[config.mk]
export PLATFORM = sky130hd
export DESIGN_NAME = irq_unit
export DESIGN_NICKNAME = d
export VERILOG_FILES = /design/src/rtl/irq_pkg.sv /design/src/rtl/irq_edge_sense.sv /design/src/rtl/irq_port_watch.sv /design/src/rtl/irq_unit.sv
export SDC_FILE = /design/constraint.sdc
export NUM_CORES = 1
export LEC_CHECK = 0
export BUFFER_PORTS_ARGS = -buffer_cell sky130_fd_sc_hd__buf_2
export CORE_ASPECT_RATIO = 0.8
export CORE_MARGIN = 2
export CORE_UTILIZATION = 41
export DETAILED_ROUTE_END_ITERATION = 6
export GPL_TIMING_DRIVEN = 0
export MAX_ROUTING_LAYER = met4
export PLACE_DENSITY = 0.86
export SLEW_MARGIN = 40
export SYNTH_ARGS = -nofsm -noshare
export SYNTH_HDL_FRONTEND = slang
export SYNTH_SLANG_ARGS = --single-unit
[constraint.sdc]
create_clock -name clk -period 1.3 [get_ports clk]
set_clock_uncertainty 0.15 [all_clocks]
set_input_delay 0.195 -clock clk [delete_from_list [all_inputs] [get_ports clk]]
set_output_delay 0.195 -clock clk [all_outputs]
set_load 0.03 [all_outputs]
[src/rtl/irq_pkg.sv]
package irq_pkg;

    localparam int CTRL_W  = 8;
    localparam int B_GIE   = 7;
    localparam int B_T_EN  = 5;
    localparam int B_P_EN  = 4;
    localparam int B_C_EN  = 3;
    localparam int B_T_FL  = 2;
    localparam int B_P_FL  = 1;
    localparam int B_C_FL  = 0;

    typedef struct packed {
        logic tmr;
        logic pin;
        logic chg;
    } src_t;

    function automatic src_t en_field(input logic [CTRL_W-1:0] v);
        return '{tmr: v[B_T_EN], pin: v[B_P_EN], chg: v[B_C_EN]};
    endfunction

    function automatic src_t fl_field(input logic [CTRL_W-1:0] v);
        return '{tmr: v[B_T_FL], pin: v[B_P_FL], chg: v[B_C_FL]};
    endfunction

    function automatic logic [CTRL_W-1:0] pack_ctrl(input logic gie,
                                                    input src_t en,
                                                    input src_t fl);
        logic [CTRL_W-1:0] r;
        r = '0;
        r[B_GIE]  = gie;
        r[B_T_EN] = en.tmr;
        r[B_P_EN] = en.pin;
        r[B_C_EN] = en.chg;
        r[B_T_FL] = fl.tmr;
        r[B_P_FL] = fl.pin;
        r[B_C_FL] = fl.chg;
        return r;
    endfunction

    function automatic logic pending(input src_t en, input src_t fl);
        return |(en & fl);
    endfunction

endpackage

[src/rtl/irq_edge_sense.sv]
module irq_edge_sense (
    input  logic clk,
    input  logic rst,
    input  logic cyc_q1,
    input  logic pin,
    input  logic rise_sel,
    output logic hit
);
    logic prev_q;

    always_ff @(posedge clk) begin
        if (rst)
            prev_q <= 1'b0;
        else if (cyc_q1)
            prev_q <= pin;
    end

    assign hit = cyc_q1 && (pin != prev_q) && (pin == rise_sel);

    assert_prev_hold_R4: assert property (@(posedge clk) disable iff (rst)
        !cyc_q1 |=> $stable(prev_q));

endmodule

[src/rtl/irq_port_watch.sv]
module irq_port_watch #(
    parameter int NIB_W = 4
) (
    input  logic             clk,
    input  logic             rst,
    input  logic [NIB_W-1:0] port_hi,
    input  logic             port_rd,
    output logic             diff
);
    logic [NIB_W-1:0] snap_q;

    always_ff @(posedge clk) begin
        if (rst)
            snap_q <= '0;
        else if (port_rd)
            snap_q <= port_hi;
    end

    assign diff = (port_hi != snap_q);

    assert_snap_capture_R6: assert property (@(posedge clk) disable iff (rst)
        port_rd |=> (snap_q == $past(port_hi)));

endmodule

[src/rtl/irq_unit.sv]
module irq_unit
    import irq_pkg::*;
#(
    parameter int          NIB_W    = 4,
    parameter int          PC_W     = 13,
    parameter logic [12:0] VEC_BASE = 13'h0004
) (
    input  logic              clk,
    input  logic              rst,
    input  logic              cyc_q1,
    input  logic              ext_pin,
    input  logic              edge_rise,
    input  logic              tmr_wrap,
    input  logic [NIB_W-1:0]  port_hi,
    input  logic              port_rd,
    input  logic              reg_wr,
    input  logic [CTRL_W-1:0] reg_wdata,
    output logic [CTRL_W-1:0] reg_rdata,
    input  logic              sleep_in,
    input  logic              vec_take,
    input  logic              ret_strobe,
    output logic              irq_req,
    output logic              wake,
    output logic              wake_vec,
    output logic [PC_W-1:0]   vec_addr
);
    logic gie_q;
    src_t en_q, fl_q, en_snap_q, set_v, fl_base;
    logic pin_hit, port_diff;

    irq_edge_sense u_edge (
        .clk     (clk),
        .rst     (rst),
        .cyc_q1  (cyc_q1),
        .pin     (ext_pin),
        .rise_sel(edge_rise),
        .hit     (pin_hit)
    );

    irq_port_watch #(.NIB_W(NIB_W)) u_port (
        .clk    (clk),
        .rst    (rst),
        .port_hi(port_hi),
        .port_rd(port_rd),
        .diff   (port_diff)
    );

    assign set_v   = '{tmr: tmr_wrap, pin: pin_hit, chg: port_diff};
    assign fl_base = reg_wr ? fl_field(reg_wdata) : fl_q;

    always_ff @(posedge clk) begin
        if (rst) begin
            gie_q     <= 1'b0;
            en_q      <= '0;
            fl_q      <= '0;
            en_snap_q <= '0;
        end else begin
            if (reg_wr)
                en_q <= en_field(reg_wdata);
            fl_q <= fl_base | set_v;
            if (vec_take)
                gie_q <= 1'b0;
            else if (ret_strobe)
                gie_q <= 1'b1;
            else if (reg_wr)
                gie_q <= reg_wdata[B_GIE];
            if (!sleep_in)
                en_snap_q <= en_q;
        end
    end

    assign reg_rdata = pack_ctrl(gie_q, en_q, fl_q);
    assign irq_req   = gie_q && pending(en_q, fl_q);
    assign wake      = sleep_in && pending(en_snap_q, fl_q);
    assign wake_vec  = wake && gie_q;
    assign vec_addr  = PC_W'(VEC_BASE);

    assert_flag_sticky_R7: assert property (@(posedge clk) disable iff (rst)
        !$past(reg_wr) |-> ((fl_q & $past(fl_q)) == $past(fl_q)));

    assert_vec_clears_R9: assert property (@(posedge clk) disable iff (rst)
        vec_take |=> !reg_rdata[B_GIE]);

    assert_ret_sets_R9: assert property (@(posedge clk) disable iff (rst)
        (ret_strobe && !vec_take) |=> reg_rdata[B_GIE]);

    assert_port_flag_R6: assert property (@(posedge clk) disable iff (rst)
        port_diff |=> reg_rdata[B_C_FL]);

    assert_pin_on_q1_R3: assert property (@(posedge clk) disable iff (rst)
        ($rose(reg_rdata[B_P_FL]) && !$past(reg_wr)) |-> $past(cyc_q1));

    assert_wake_sleep_R10: assert property (@(posedge clk) disable iff (rst)
        wake |-> sleep_in);

endmodule

Word-level counts from Yosys, hierarchy flattened:

Cells that the tools add are included.
Widths: inputs -> output; s select.

* equality and inequality tests: 3
* bitwise operators: 3
* reductions and logical operators: 9
* muxes and demuxes: 3

Operators with widths (count)
* $and 3x3->3: 2
* $reduce_or 3->1: 2
* $logic_and 1x1->1: 5
* $ne 4x4->1: 1
* $mux 3: 1
* $or 3x3->3: 1
* $mux 1: 2
* $reduce_bool 2->1: 1
* $reduce_or 2->1: 1
* $eq 1x1->1: 1
* $ne 1x1->1: 1

* register bits after elaboration: 15
* input bits: 23
* word-level logic and storage cells: 30
* output and inout bits: 24

Longest topological paths before layout:

Gate-level depths: netlist (run 1).

* depth after elaboration: 4
* gate-level depth with buffers: 4
* depth with buffers taken out: 3

Hierarchy:

Synthesis (run 1) repeated with hierarchy kept, for this count alone.

* cells, all modules: 84
* area, all modules: 784.5 um2

By module, submodules not included
* irq_unit: area each 545.5 um2, cells each 60, times used 1
* irq_port_watch: area each 181.4 um2, cells each 18, times used 1
* irq_edge_sense: area each 57.6 um2, cells each 6, times used 1

Worst setup path before layout (run 1):

No wires, ideal clock.

* path type: register to output
* start point: register fl_q, in the netlist reg_rdata[0]
* end point: output port wake_vec
* arrival: 1.561 ns
* stages on the path, launching flop included: 4
* slack: -0.606 ns
* cell sequence: dfxtp_1 a222oi_1 nor2b_1 and2_1

* cells in the longest elaborated chain, start to end: 4

Ends and longest elaborated chain
* from (decl): RTL line irq_unit.sv:28 `src_t en_q, fl_q, en_snap_q, set_v, fl_base;`
* from (signal assigned): RTL line irq_unit.sv:60 `fl_q <= fl_base | set_v;`
* $and 3x3->3: RTL line irq_pkg.sv:42 `return |(en & fl);`
* $reduce_or 3->1: RTL line irq_pkg.sv:42
* $logic_and 1x1->1: RTL line irq_unit.sv:74 `assign wake = sleep_in && pending(en_snap_q, fl_q);`
* via wake: RTL line irq_unit.sv:23 `output logic wake,`
* $logic_and 1x1->1: RTL line irq_unit.sv:75 `assign wake_vec = wake && gie_q;`
* to (decl): RTL line irq_unit.sv:24 `output logic wake_vec,`

The timed path passes the listed nets, and every way through them passes these cells.

Final worst setup path (run 1):

* start point: register fl_q, in the netlist reg_rdata[0]
* end point: output port wake_vec

* cells in the longest elaborated chain, start to end: 4

Ends and longest elaborated chain (RTL line)
* $and 3x3->3: irq_pkg.sv:42
* $reduce_or 3->1: irq_pkg.sv:42
* $logic_and 1x1->1: irq_unit.sv:74
* $logic_and 1x1->1: irq_unit.sv:75

No other way between the ends.

==> impl_summary.txt, run 1 <==
----------------------------------------------------
[Timing]
  Fin. max-slew vios ... 0
  Share of the cycle needed by the critical path after routing ... 1.30
  Top achievable clock speed ... roughly 590 MHz
  Setup TNS ... -0.970 ns
  Post-route worst hold slack ... around 0.026 ns
  Finish-stage setup viols ... 3
  Post-layout worst setup margin ... -0.385 ns
  Final hold violation count ... 0
  Unrepaired setup endpoints after global routing ... yes
  Final Critical Period ... 1.68 ns

[Synthesis]
  Area of the mapped netlist ... 754 µm²
  Count of mapped cells out of synthesis ... 80
  Number of distinct library cells after synthesis ... 19
  Warning count from the yosys run ... 0
  Number of storage elements in the synthesis netlist ... 15
  Fraction of the yosys area taken by sequential cells ... 0.398
  Synthesized area divided by synthesized cell count ... 9.43 µm²

[Final layout]
  Antenna diodes ... 0
  Final-layout fill cell count ... 145
  Total number of nets in the final design ... 157
  Share of layout cells above drive strength 1 ... 0.459
  Area overhead of the layout relative to synthesis ... 48.8%
  Non-filler instance count after layout ... about 160

[CTS]
  H-tree depth reported by CTS ... 1
  Latest clock arrival within the worst-skew pair ... 0.28 ns
  TritonCTS clock tree ... done
  Register clock-pin slew on the reported worst setup and hold paths ... 0.09 ns
  Clock sink count ... 15
  Root buffer selected by CTS ... clkbuf_4
  Maximum clock insertion buffer count ... 2
  Number of CTS-inserted buffers ... 3

[Critical path]
  Crit path DAT ... 1.34 ns
  Required time of the critical path ... 0.95 ns
  Largest fanout on the critical path ... 4
  Type of the setup path with the least slack ... flip-flop to output port
  Type of origin of the critical path ... flip-flop
  Crit end category ... output port
  Reg2reg setup slack ... 0.26 ns

[Pwr]
  P_leak ... 0.592 nW
  Total power per unit cell area ... 950 nW/µm²
  Clock network power share ... 0.262
  Internal power ... 0.730 mW
  Switching Fraction ... 0.315
  Total net switching power ... 0.336 mW
  Seq pwr share ... 0.477
  Relative contribution of combinational cells to total power ... 0.262
  Worst ir drop on vdd ... 0.000667 V

[Route]
  Routed wire length per instance ... around 11 µm
  Routed wire length ... 1650 µm
  # DRC ... 0
  Overall via count from detail_route ... 668
  Number of detailed-routing iterations run before antenna repair ... 4
  Starting DRT DRC Count ... 13
  Remaining number of nets flagged by the antenna check after routing ... 0
  Ratio of routed vias to standard cells ... ~4.3

[Die]
  Die Wd ... 52.0 µm
  Placement row count ... 13
  Floorplan die area ... between 2000 and 2500 µm²
  IO Count ... 47
  Starting Density ... 0.450
  Core region area ... 1680 µm²
  Die outline height ... 42.4 µm

[GRT]
  Aggregate global routing overflow ... 0
  Number of global-route vias before repair ... approximately 640
  Global-route wire length before repair ... 2710 µm
  Initial antenna violation count ... 0
  Combined global-route utilization of all metal layers ... 0.167
  Largest net degree at the start of global routing ... 11

[Place]
  HPWL after DPL ... between 1000 and 1500 µm
  Count of input and output buffers ... 29
  Weighted congestion at the end of routability-driven global placement ... 0.642
  Cell total after placement ... 143
  Post-place setup slack ... -0.115 ns

[Job]
  Number of max-cap violations ... 0

[Run status]
  Failing checks ... negative setup slack
  Status ... complete, but fails checks

[Worst hold path]
  Classification of the worst-slack hold path ... primary input to flip-flop

----------------------------------------------------
[final timing paths]
check	depth (start not counted)	from	endpoint
setup reg to reg	3	u_port.snap_q[3]	reg_rdata[0]
hold / removal	3	port_hi[3]	u_port.snap_q[3]
hold reg to reg	2	en_snap_q[1]	en_snap_q[1]
setup / recovery	4	reg_rdata[0]	wake_vec
[cells in the mapped netlist, drive strengths merged]
cell	instances	share of area
buf	17	0.16
dfxtp	15	0.40
mux2i	13	0.17
nor2	12	0.060
nor2b	4	0.033
xor2	3	0.035
a211oi	2	0.020
a222oi	2	0.027
conb	2	0.010
nor3	2	0.013
a21oi	1	0.0066
a31oi	1	0.0083
and2	1	0.0083
and3b	1	0.012
clkbuf	1	0.0066
nor3b	1	0.010
o21ai	1	0.0066
xnor2	1	0.012
[layout by cell type, fill, tap and decap left out, drive strengths merged, types with 3 or more instances in the layout]
master       netlist  routed
conb               2      14
dfxtp             15      15
nor2              12      12
dlygate4sd3        0       7
nor2b              4       4
xor2               3       3
mux2i             13      13
buf               17      47
clkbuf             1       4
[critical path, stage by stage (launching register included)]
cell and delay (ns):
dfxtp_4 0.36, a222oi_1 0.34, nor2b_2 0.08, and2_4 0.14, buf_6 0.13
[what timing repair did]
action / CTS / global route
gates resized for setup: 5 / 4
hold buffers: 6 / 1
endpoints found under the setup margin: 4 / 5
pin swaps: 1 / 2
endpoints found under the hold margin: 5 / 1
buffers inserted: 1 / 0
[state kept, by name, summed over array words and instances (netlist names)]
| name | flops |
|---|---|
| reg_rdata | 6 |
| u_port.snap_q | 4 |
| en_snap_q | 3 |
| gie_q | 1 |
| u_edge.prev_q | 1 |
[per-stage QoR]
stage,utilization,cell area [µm²],total power [mW]
floorplan,-,821,0.704
global placement,0.593,993,0.764
detailed placement,0.593,993,0.772
CTS,0.659,1100,1.07
global route,0.670,1120,1.12
finish,0.670,1120,1.07
[cell type report]
cell class / count / area (µm²) / area share
plain buffers: 18 / 128 / 0.114
clock buffers: 3 / 22.5 / 0.0201
clock inverters: 1 / 6.26 / 0.00557
multi-input cells: 59 / 379 / 0.338
flip-flops and latches: 15 / 315 / 0.281
well taps: 22 / 27.5 / 0.0245
repair buffers: 37 / 244 / 0.217
[logic make-up after synthesis]
kind of cell | count (synthesis) | synth area share
other | 2 | 0.00995
buffers and inverters | 18 | 0.169
and+or+nand+nor | 21 | 0.136
xor gates and xnor gates | 4 | 0.0464
DFF | 15 | 0.398
muxes | 13 | 0.172
AOI/OAI and AO/OA | 7 | 0.0680
[power groups by stage]
stage	Clock [mW]	Combinational, mW	Sequential [mW]
floorplan	0	0.166	0.538
global placement	0	0.248	0.516
detailed placement	0	0.253	0.519
CTS	0.288	0.272	0.508
global route	0.311	0.300	0.513
finish	0.279	0.279	0.508
[per-layer routing]
layer  global-route usage  share of wire  routed length [µm]  up-vias
li1                     -              -                   -      349
met1                0.199           0.41                 682      292
met2                0.276           0.53                 866       25
met3               0.0321          0.052                  86        2
met4               0.0632         0.0073                  12        0
met5                    -              0                   0        -
Power figures use the tool's default switching activity.
==> inputs of run 2 (changes only) <==
--- a/config.mk
+++ b/config.mk
@@ -8,11 +8,12 @@
 export BUFFER_PORTS_ARGS = -buffer_cell sky130_fd_sc_hd__buf_2
 export CORE_ASPECT_RATIO = 0.8
 export CORE_MARGIN = 2
-export CORE_UTILIZATION = 41
+export CORE_UTILIZATION = 43
+export CTS_BUF_LIST = sky130_fd_sc_hd__clkbuf_8
 export DETAILED_ROUTE_END_ITERATION = 6
 export GPL_TIMING_DRIVEN = 0
 export MAX_ROUTING_LAYER = met4
-export PLACE_DENSITY = 0.86
+export PLACE_DENSITY = 0.89
 export SLEW_MARGIN = 40
 export SYNTH_ARGS = -nofsm -noshare
 export SYNTH_HDL_FRONTEND = slang
==> impl_summary.txt, run 2 (same netlist as run 1, synthesis figures left out) <==
----------------------------------------------------
[Final layout]
  Total number of nets in the final design ... roughly 150
  Register cell area after layout ... 314 µm²
  Antenna diodes ... 0
  Share of layout cells above drive strength 1 ... 0.472
  Layout Cell Area excl Fill ... 1070 µm²
  Area used by multi-input combinational logic ... 379 µm²
  Area overhead of the layout relative to synthesis ... 41.8%
  Top library cells by usage in the layout, fill and taps aside ... buf_2, buf_4, conb_1
  Most common cell after layout, fill and taps aside ... buf_2
  Final-layout fill cell count ... 138
  Largest register FFs ... 6

[Timing]
  Final hold violation count ... 0
  Fin. max-slew vios ... 0
  Final Critical Period ... approximately 1.6 ns
  Post-layout worst setup margin ... -0.344 ns
  Top achievable clock speed ... approximately 610 MHz
  Share of the cycle needed by the critical path after routing ... 1.26
  Unrepaired setup endpoints after global routing ... yes
  Setup TNS ... -0.847 ns
  Finish-stage setup viols ... 3

[Pwr]
  Overall power consumption ... 1.15 mW
  P_leak ... 0.571 nW
  Worst ir drop on vdd ... 0.000697 V
  Total power per unit cell area ... 1070 nW/µm²

[Place]
  Count of input and output buffers ... 29
  HPWL after DPL ... 1150 µm
  Weighted congestion at the end of routability-driven global placement ... 0.747
  Instance area after placement ... roughly 1000 µm²

[GRT]
  Global-route wire length before repair ... 2640 µm
  Largest net degree at the start of global routing ... 11
  Number of global-route vias before repair ... 638
  Initial antenna violation count ... 0
  Combined global-route utilization of all metal layers ... 0.174
  Aggregate global routing overflow ... 0

[Critical path]
  Largest fanout on the critical path ... 3
  Reg2reg setup slack ... 0.20 ns
  Worst r2r path cells ... 3
  Crit path DAT ... 1.30 ns
  Type of the setup path with the least slack ... flip-flop to output port
  Type of origin of the critical path ... flip-flop
  Critical Path, Cell by Cell ... a222oi_1 > nor2b_2 > and2_4 > buf_6
  Crit end category ... output port
  Slowest Stage Delay on Critical Path ... 0.35 ns
  Master of the slowest instance on the critical path ... dfxtp_4
  Endpoint of the most critical register-to-register path ... reg_rdata[0]
  CP endpoint ... wake_vec
  Reg-to-reg critical path startpoint ... u_port.snap_q[3]
  Worst setup path startpoint ... reg_rdata[0]
  Required time of the critical path ... 0.95 ns

[CTS]
  Latest clock arrival within the worst-skew pair ... around 0.25 ns
  Clock sink count ... 15
  Root buffer selected by CTS ... clkbuf_8
  TritonCTS clock tree ... done
  H-tree depth reported by CTS ... 1
  Number of CTS-inserted buffers ... 3
  Maximum clock insertion buffer count ... 2
  Register clock-pin slew on the reported worst setup and hold paths ... 0.06 ns

[Die]
  Core region area ... 1640 µm²
  Starting Density ... 0.459
  Die Wd ... between 50 and 60 µm
  IO Count ... 47
  Floorplan die area ... 2110 µm²
  Placement row count ... 13
  Die outline height ... 41.5 µm

[Run status]
  Status ... complete, but fails checks
  Failing checks ... negative setup slack

[Worst hold path]
  Worst Hold Depth ... 3
  Classification of the worst-slack hold path ... primary input to flip-flop
  Hold path startpoint ... tmr_wrap

[Route]
  Overall via count from detail_route ... 645
  # DRC ... 0
  Routed wire length ... 1570 µm
  Ratio of routed vias to standard cells ... about 4.3
  Routed wire length per instance ... 10.5 µm
  Number of detailed-routing iterations run before antenna repair ... 4
  Remaining number of nets flagged by the antenna check after routing ... 0
  Starting DRT DRC Count ... 7

[Job]
  Number of max-cap violations ... 0

----------------------------------------------------
[run 2: power breakdown]
part           switching, mW  total [mW]  internal [mW]
logic                  0.152       0.263          0.110
registers             0.0210       0.507          0.486
clock network          0.166       0.379          0.212
total                  0.339        1.15          0.809
[run 2: routing by layer]
metal  vias up  GRT usage  routed length [µm]
li1        336          -                   -
met1       272      0.169                 643
met2        31      0.297                 756
met3         6     0.0863                 142
met4         0     0.0649                  22
met5         -          -                   0
[run 2: layout make-up]
class                      instances  share of cell area
buffer                            18               0.119
clock buffer                       3              0.0386
clock inverter                     1             0.00468
multi-input combinational         59               0.354
sequential                        15               0.294
tap                               22              0.0257
timing repair buffer              31               0.164
[run 2: critical path, delay by kind of cell (launching register included)]
family / cells / cell delay (ns)
AO/OA/AOI/OAI: 1 / 0.35
flip-flops: 1 / 0.35
buffers and inverters: 1 / 0.13
AND/OR/NAND/NOR: 2 / 0.22
[run 2: per-stage QoR]
stage,setup slack (ns),util,hold WS (ns),instances
2_1_floorplan,-0.146,-,0.104,92
3_3_place_gp,-0.120,0.605,0.213,143
3_5_place_dp,-0.119,0.605,0.216,143
4_1_cts,-0.376,0.651,0.0262,149
5_1_grt,-0.439,0.651,0.0307,149
6_report,-0.344,0.651,0.0229,149
[run 2: timing repair]
item | 4_1_cts | 5_1_grt
setup endpoints to repair | 3 | 3
pin swaps | 1 | 2
hold buffers | 1 | 0
buffers inserted | 1 | 0
gates resized for setup | 4 | 0
hold endpoints to repair | 1 | 0
[run 2: worst min path at each step]
stage	end	slack (ns)
detailed placement	gie_q	0.22
global route	reg_rdata[2]	0.03
global placement	gie_q	0.21
CTS	reg_rdata[2]	0.03
floorplan	reg_rdata[1]	0.10
finish	reg_rdata[2]	0.02
